## src/rtl/stk_pkg.sv

```systemverilog
package stk_pkg;

  localparam logic [7:0] OP_NOP   = 8'h00;
  localparam logic [7:0] OP_LIT1  = 8'h01;
  localparam logic [7:0] OP_LIT2  = 8'h02;
  localparam logic [7:0] OP_LIT4  = 8'h03;
  localparam logic [7:0] OP_ST1   = 8'h10;
  localparam logic [7:0] OP_ST2   = 8'h11;
  localparam logic [7:0] OP_ST4   = 8'h12;
  localparam logic [7:0] OP_ST8   = 8'h13;

  typedef enum logic [1:0] {
    ST_REQ   = 2'd0,
    ST_RSP   = 2'd1,
    ST_STORE = 2'd2,
    ST_HALT  = 2'd3
  } state_e;

  typedef enum logic [1:0] {
    K_NOP   = 2'd0,
    K_LIT   = 2'd1,
    K_STORE = 2'd2,
    K_BAD   = 2'd3
  } kind_e;

  typedef struct packed {
    kind_e      kind;
    logic [1:0] size_log;
  } dec_t;

endpackage

```

## src/rtl/stk_decode.sv

```systemverilog
module stk_decode
  import stk_pkg::*;
(
  input  logic [7:0] opcode,
  output dec_t       dec
);

  always_comb begin
    dec.kind     = K_BAD;
    dec.size_log = 2'd0;
    case (opcode)
      OP_NOP:  dec.kind = K_NOP;
      OP_LIT1: begin dec.kind = K_LIT; dec.size_log = 2'd0; end
      OP_LIT2: begin dec.kind = K_LIT; dec.size_log = 2'd1; end
      OP_LIT4: begin dec.kind = K_LIT; dec.size_log = 2'd2; end
      OP_ST1, OP_ST2, OP_ST4, OP_ST8: begin
        dec.kind     = K_STORE;
        dec.size_log = opcode[1:0];
      end
      default: dec.kind = K_BAD;
    endcase
  end

endmodule

```

## src/rtl/stk_stack.sv

```systemverilog
module stk_stack #(
  parameter int W = 64
) (
  input  logic         clk,
  input  logic         rst_n,
  input  logic         push,
  input  logic         pop2,
  input  logic [W-1:0] din,
  output logic [W-1:0] tos,
  output logic [W-1:0] nos
);

  logic [W-1:0] s0_q, s1_q, s2_q;
  logic [W-1:0] s0_d, s1_d, s2_d;
  logic         upd;

  assign upd = push | pop2;

  always_comb begin
    s0_d = s0_q;
    s1_d = s1_q;
    s2_d = s2_q;
    if (push) begin
      s0_d = din;
      s1_d = s0_q;
      s2_d = s1_q;
    end else if (pop2) begin
      s0_d = s2_q;
      s1_d = '0;
      s2_d = '0;
    end
  end

  always_ff @(posedge clk or negedge rst_n) begin
    if (!rst_n) begin
      s0_q <= '0;
      s1_q <= '0;
      s2_q <= '0;
    end else if (upd) begin
      s0_q <= s0_d;
      s1_q <= s1_d;
      s2_q <= s2_d;
    end
  end

  assign tos = s0_q;
  assign nos = s1_q;

endmodule

```

## src/rtl/stk_lanes.sv

```systemverilog
module stk_lanes #(
  parameter int W = 64
) (
  input  logic [$clog2(W/8)-1:0] off_in,
  input  logic [1:0]             size_log,
  input  logic [W-1:0]           data,
  output logic [W/8-1:0]         be,
  output logic [W-1:0]           wdata
);

  localparam int NB    = W / 8;
  localparam int OFF_W = $clog2(NB);

  logic [OFF_W:0]   n_bytes;
  logic [OFF_W-1:0] base;

  assign n_bytes = (OFF_W+1)'(1) << size_log;
  assign base    = off_in & ~OFF_W'(n_bytes - (OFF_W+1)'(1));

  always_comb begin
    be    = '0;
    wdata = '0;
    for (int i = 0; i < NB; i++) begin
      if (i >= int'(base) && i < int'(base) + int'(n_bytes)) begin
        be[i]          = 1'b1;
        wdata[8*i +: 8] = data[8*(i - int'(base)) +: 8];
      end
    end
  end

endmodule

```

## src/rtl/stk_core.sv

```systemverilog
module stk_core
  import stk_pkg::*;
#(
  parameter int              XLEN     = 64,
  parameter int              ADDR_W   = 64,
  parameter logic [ADDR_W-1:0] RESET_PC = '0
) (
  input  logic              clk,
  input  logic              rst_n,
  output logic              mem_req,
  output logic              mem_we,
  output logic [ADDR_W-1:0] mem_addr,
  output logic [XLEN/8-1:0] mem_be,
  output logic [XLEN-1:0]   mem_wdata,
  input  logic [XLEN-1:0]   mem_rdata,
  output logic              halted
);

  localparam int NB     = XLEN / 8;
  localparam int OFF_W  = $clog2(NB);
  localparam int LIT_B  = 4;
  localparam int LIT_W  = 8 * LIT_B;
  localparam int IDX_W  = $clog2(LIT_B);

  state_e            state_q, state_d;
  logic [ADDR_W-1:0] pc_q, pc_d;
  logic [LIT_W-1:0]  acc_q, acc_d;
  logic [IDX_W-1:0]  idx_q, idx_d;
  logic [1:0]        llog_q, llog_d;
  logic              inlit_q, inlit_d;
  logic [1:0]        sz_q, sz_d;
  logic              halt_q, halt_d;

  logic [7:0]        fbyte;
  dec_t              dec;
  logic              push, pop2;
  logic [XLEN-1:0]   push_val;
  logic [XLEN-1:0]   tos, nos;
  logic [NB-1:0]     st_be;
  logic [XLEN-1:0]   st_wdata;
  logic [IDX_W-1:0]  last_idx;

  assign fbyte    = mem_rdata[8*pc_q[OFF_W-1:0] +: 8];
  assign last_idx = IDX_W'((3'd1 << llog_q) - 3'd1);

  stk_decode u_dec (
    .opcode (fbyte),
    .dec    (dec)
  );

  stk_stack #(.W(XLEN)) u_stack (
    .clk   (clk),
    .rst_n (rst_n),
    .push  (push),
    .pop2  (pop2),
    .din   (push_val),
    .tos   (tos),
    .nos   (nos)
  );

  stk_lanes #(.W(XLEN)) u_lanes (
    .off_in   (tos[OFF_W-1:0]),
    .size_log (sz_q),
    .data     (nos),
    .be       (st_be),
    .wdata    (st_wdata)
  );

  always_comb begin
    state_d   = state_q;
    pc_d      = pc_q;
    acc_d     = acc_q;
    idx_d     = idx_q;
    llog_d    = llog_q;
    inlit_d   = inlit_q;
    sz_d      = sz_q;
    halt_d    = halt_q;
    push      = 1'b0;
    pop2      = 1'b0;
    push_val  = '0;
    mem_req   = 1'b0;
    mem_we    = 1'b0;
    mem_addr  = {pc_q[ADDR_W-1:OFF_W], OFF_W'(0)};
    mem_be    = '0;
    mem_wdata = '0;
    case (state_q)
      ST_REQ: begin
        mem_req = 1'b1;
        mem_be  = NB'(1) << pc_q[OFF_W-1:0];
        state_d = ST_RSP;
      end
      ST_RSP: begin
        pc_d    = pc_q + ADDR_W'(1);
        state_d = ST_REQ;
        if (inlit_q) begin
          acc_d[8*idx_q +: 8] = fbyte;
          idx_d = idx_q + IDX_W'(1);
          if (idx_q == last_idx) begin
            push     = 1'b1;
            push_val = XLEN'(acc_d);
            inlit_d  = 1'b0;
          end
        end else begin
          case (dec.kind)
            K_NOP: ;
            K_LIT: begin
              inlit_d = 1'b1;
              idx_d   = '0;
              acc_d   = '0;
              llog_d  = dec.size_log;
            end
            K_STORE: begin
              sz_d    = dec.size_log;
              state_d = ST_STORE;
            end
            default: begin
              halt_d  = 1'b1;
              state_d = ST_HALT;
            end
          endcase
        end
      end
      ST_STORE: begin
        mem_req   = 1'b1;
        mem_we    = 1'b1;
        mem_addr  = {tos[ADDR_W-1:OFF_W], OFF_W'(0)};
        mem_be    = st_be;
        mem_wdata = st_wdata;
        pop2      = 1'b1;
        state_d   = ST_REQ;
      end
      default: ;
    endcase
  end

  always_ff @(posedge clk or negedge rst_n) begin
    if (!rst_n) begin
      state_q <= ST_REQ;
      pc_q    <= RESET_PC;
      acc_q   <= '0;
      idx_q   <= '0;
      llog_q  <= '0;
      inlit_q <= 1'b0;
      sz_q    <= '0;
      halt_q  <= 1'b0;
    end else begin
      state_q <= state_d;
      pc_q    <= pc_d;
      acc_q   <= acc_d;
      idx_q   <= idx_d;
      llog_q  <= llog_d;
      inlit_q <= inlit_d;
      sz_q    <= sz_d;
      halt_q  <= halt_d;
    end
  end

  assign halted = halt_q;

endmodule

```

## config.mk

```make
export PLATFORM = sky130hd
export DESIGN_NAME = stk_core
export DESIGN_NICKNAME = d
export VERILOG_FILES = /design/src/rtl/stk_pkg.sv /design/src/rtl/stk_decode.sv /design/src/rtl/stk_stack.sv /design/src/rtl/stk_lanes.sv /design/src/rtl/stk_core.sv
export SDC_FILE = /design/constraint.sdc
export NUM_CORES = 1
export LEC_CHECK = 0
export BUFFER_PORTS_ARGS = -buffer_cell sky130_fd_sc_hd__buf_4
export CORE_MARGIN = 2
export CORE_UTILIZATION = 61
export CTS_BUF_LIST = sky130_fd_sc_hd__clkbuf_4 sky130_fd_sc_hd__clkbuf_8
export DETAILED_ROUTE_END_ITERATION = 8
export PLACE_DENSITY = 0.94
export SYNTH_ARGS = -nofsm -noshare
export SYNTH_HDL_FRONTEND = slang
export SYNTH_SLANG_ARGS = --single-unit
```

## constraint.sdc

```tcl
create_clock -name clk -period 3.79 [get_ports clk]
set_input_delay 0.1895 -clock clk [delete_from_list [all_inputs] [get_ports clk]]
set_output_delay 0.1895 -clock clk [all_outputs]
set_load 0.01 [all_outputs]
```

==> results.ini <==
[synthesis]
synth_area_mm2 = 0.0179
synthFlopType = dfrtp_1
ys_ff_latch = 298
postSynthAreaPerCell_um2 = 9.45
ys_warn_count = 0
synth-async-reset-ratio_pct = 100
synth.distinct_cells = 69
synth-edff-count = 0
yosysSeqAreaShare_pct = 41.7
syn_inst = 1890

[drt]
vias = 16100
vias_per_cell = 6.52
drt_iter0_drc = 2289
wire_per_inst_um = 22.6
remaining_drc_errors = 0
drt-total-wl_mm = 56.0
first_pass_iters = 7
ant_nets = 0

[placement]
place_congestion = 1.09
hpwl_mm = 38.5
portBuffers = 201
dp_slack_ns = 0.518

[power_and_ir_drop]
leakage_nw = 9.96
p_total_mw = 6.47
peakVddDrop_uv = 344
power-per-cell-area_mw_per_mm2 = 310

[finish]
area_growth_pct = 16.7
drive_gt1_share_pct = 21.3
utilization_pct = 72.5
finalNetCount = 2147
antennaDiodeCount = 0

[die]
dieHeight_um = 175
die_x_um = 175
rows = 62
die-area_mm2 = 0.0307
io_pins = 205
initial_core_util_pct = 62.1
core_area_mm2 = 0.0288

[min_path]
min_path_type = in2async

[sta]
hold_viol_final = 0
setup_viol = 0
drv_slew = 0
slew_headroom_pct = 37.7
setup_tns_ns = 0
period_needed_ns = 3.76
worst_slew_pin_slew_ns = 0.909
maxClockFrequency_mhz = 266
setup_ws_ns = 0.0338
clock_skew_ns = 0.0225
fin_crit_sh_pct = 99.1
rsz0062_at_grt = yes

[critical_path]
rr_worst_depth = 6
crit_path_end_kind = primary output
critical_path_class = reg2out
crit_fanout = 38
worstReg2RegEnd = sz_q[0]
cp.required_ns = 3.60
r2r_start = pc_q[0]
reg2reg_slack_ns = 0.63
cp_data_arrival_time_ns = 3.57
critPathLaunchType = flip-flop

[grt]
antenna_found_initial = 0
grt.overflow.total = 0
grt_max_degree = 178
grt_pass1_wl_mm = 87.0
grt.total_usage_pct = 35.9
grt_pass1_vias = 15800

[cts]
numCtsBuffers = 49
insertion_delay_ns = 0.59
cts_max_level = 2
clockRootBuffer = clkbuf_8
cts_tree = built
path_clk_slew_ns = 0.05
cts_buffer_depth = 3
numClockSinks = 298

[run_status]
status = finished clean

[run]
maxCapViolations = 0

Yosys cell counts, types with 4 or more instances:
| master | n | area share, % |
|---|---|---|
| o21ai_1 | 9 | 0.25 |
| o31ai_1 | 7 | 0.29 |
| o311ai_0 | 5 | 0.25 |
| o22a_1 | 9 | 0.44 |
| nor2_1 | 108 | 2.3 |
| buf_1 | 14 | 0.29 |
| o22ai_1 | 6 | 0.21 |
| mux2i_1 | 217 | 12 |
| xnor2_1 | 24 | 1.2 |
| a21oi_1 | 22 | 0.62 |
| a211oi_1 | 4 | 0.17 |
| buf_2 | 29 | 0.81 |
| mux2_2 | 55 | 3.5 |
| ha_1 | 27 | 1.9 |
| buf_6 | 4 | 0.25 |
| a31oi_1 | 4 | 0.14 |
| nand4_1 | 15 | 0.53 |
| nor4_1 | 14 | 0.49 |
| o21ai_2 | 10 | 0.49 |
| nand2_1 | 345 | 7.2 |
| nor2b_1 | 13 | 0.46 |
| o21ai_0 | 158 | 4.4 |
| and2_1 | 12 | 0.42 |
| o211ai_1 | 4 | 0.17 |
| o221ai_1 | 5 | 0.25 |
| nand3b_1 | 67 | 2.8 |
| mux4_2 | 18 | 2.3 |
| nand3_1 | 30 | 0.84 |
| dfrtp_1 | 298 | 42 |
| nand2b_1 | 91 | 3.2 |
| mux4_1 | 6 | 0.88 |
| nor3_1 | 25 | 0.70 |
| inv_1 | 29 | 0.61 |
| clkbuf_1 | 83 | 1.7 |
| xor2_1 | 42 | 2.1 |
| a22oi_1 | 32 | 1.3 |
worst max-delay path by stage:
| stage | from | end | slack [ns] | depth (start not counted) |
|---|---|---|---|---|
| 2_1_floorplan | u_stack.tos[1] | mem_wdata[23] | 0.55 | 10 |
| 3_3_place_gp | sz_q[1] | mem_wdata[23] | 0.64 | 10 |
| 3_5_place_dp | sz_q[1] | mem_wdata[17] | 0.52 | 10 |
| 4_1_cts | u_stack.tos[1] | mem_wdata[53] | -0.004 | 9 |
| 5_1_grt | sz_q[1] | mem_wdata[7] | -0.03 | 10 |
| 6_report | sz_q[1] | mem_wdata[7] | 0.03 | 10 |
cells in the final DEF, fill, tap and decap left out, types with 6 or more instances in the layout:
cell,instances
o21ai_2,10
nand4_1,15
clkinv_2,10
clkbuf_8,63
dfrtp_1,298
ha_1,23
o22ai_1,6
and2_1,11
o22a_1,9
nor3_1,25
mux2i_1,217
nand2b_1,91
nand3b_1,67
nand3_1,30
nand2_1,343
nor2b_1,12
o21ai_1,9
mux2_2,55
buf_4,237
nor4_1,14
a22oi_1,32
buf_12,6
xnor2_1,23
xor2_1,42
mux4_2,18
mux4_1,6
inv_1,29
a21oi_1,21
o31ai_1,7
o21ai_0,158
clkbuf_4,11
nor2_1,104
report_power, final:
group	internal [mW]	switching [mW]	total (mW)	leakage [nW]
combinational	0.0704	0.112	0.182	5.54
sequential	3.18	0.000463	3.18	3.84
clock	1.75	1.36	3.11	0.578
worst max-delay path: stages, from the launching register on:
cell     delay, ns
dfrtp_1       0.35
buf_4         0.17
or3b_2        0.54
buf_4         0.35
ha_1          0.31
inv_1         0.07
ha_2          0.29
nand2_2       0.20
o22a_1        0.28
nor2_1        0.24
buf_4         0.18
kinds of logic after synthesis:
family / synth area share [%]
XOR/XNOR: 3.24
flip-flops: 41.7
multiplexers: 19.2
buffers and inverters: 4.01
other: 0.0210
adder cells (fa/ha/maj): 1.89
AO/OA/AOI/OAI: 9.78
AND/OR/NAND/NOR: 20.2
area by class of cell:
| type | count | area, um2 |
|---|---|---|
| clock buffer | 74 | 950 |
| clock inverter | 15 | 141 |
| fill | 1874 | 7920 |
| inverter | 32 | 120 |
| multi-input combinational | 1428 | 9780 |
| sequential | 298 | 7460 |
| tap | 384 | 480 |
| timing repair buffer | 245 | 1920 |
per-layer routing:
layer / global-route usage (%) / up-vias / wire [um]
li1: - / 6906 / -
met1: 47.8 / 7858 / 21100
met2: 55.3 / 1115 / 25600
met3: 7.14 / 260 / 5840
met4: 20.2 / 0 / 3520
met5: 0 / - / 0
metrics by stage:
step,std cells,hold slack (ns),instance area [um2]
after detailed placement,2384,0.278,19700
final,2476,0.246,20900
after CTS,2474,0.297,20800
after floorplan,1892,-0.106,17900
after global placement,2384,0.272,19700
after global routing,2476,0.337,20900
registers in the layout, summed over array words and instances (netlist names):
signal,cells
pc_q,64
u_stack.tos,64
llog_q,2
idx_q,2
acc_q,32
u_stack.s2_q,64
inlit_q,1
sz_q,2
halted,1
state_q,2
u_stack.nos,64
repair_timing:
item                                    in CTS  in global routing
endpoints found under the hold margin       96                  0
pin swaps                                    0                  1
cloned                                       0                  0
setup buffers                                0                  2
endpoints found under the setup margin       9                 50
gates resized for setup                      2                 12
hold buffers                                 1                  0
Power figures use the tool's default switching activity.
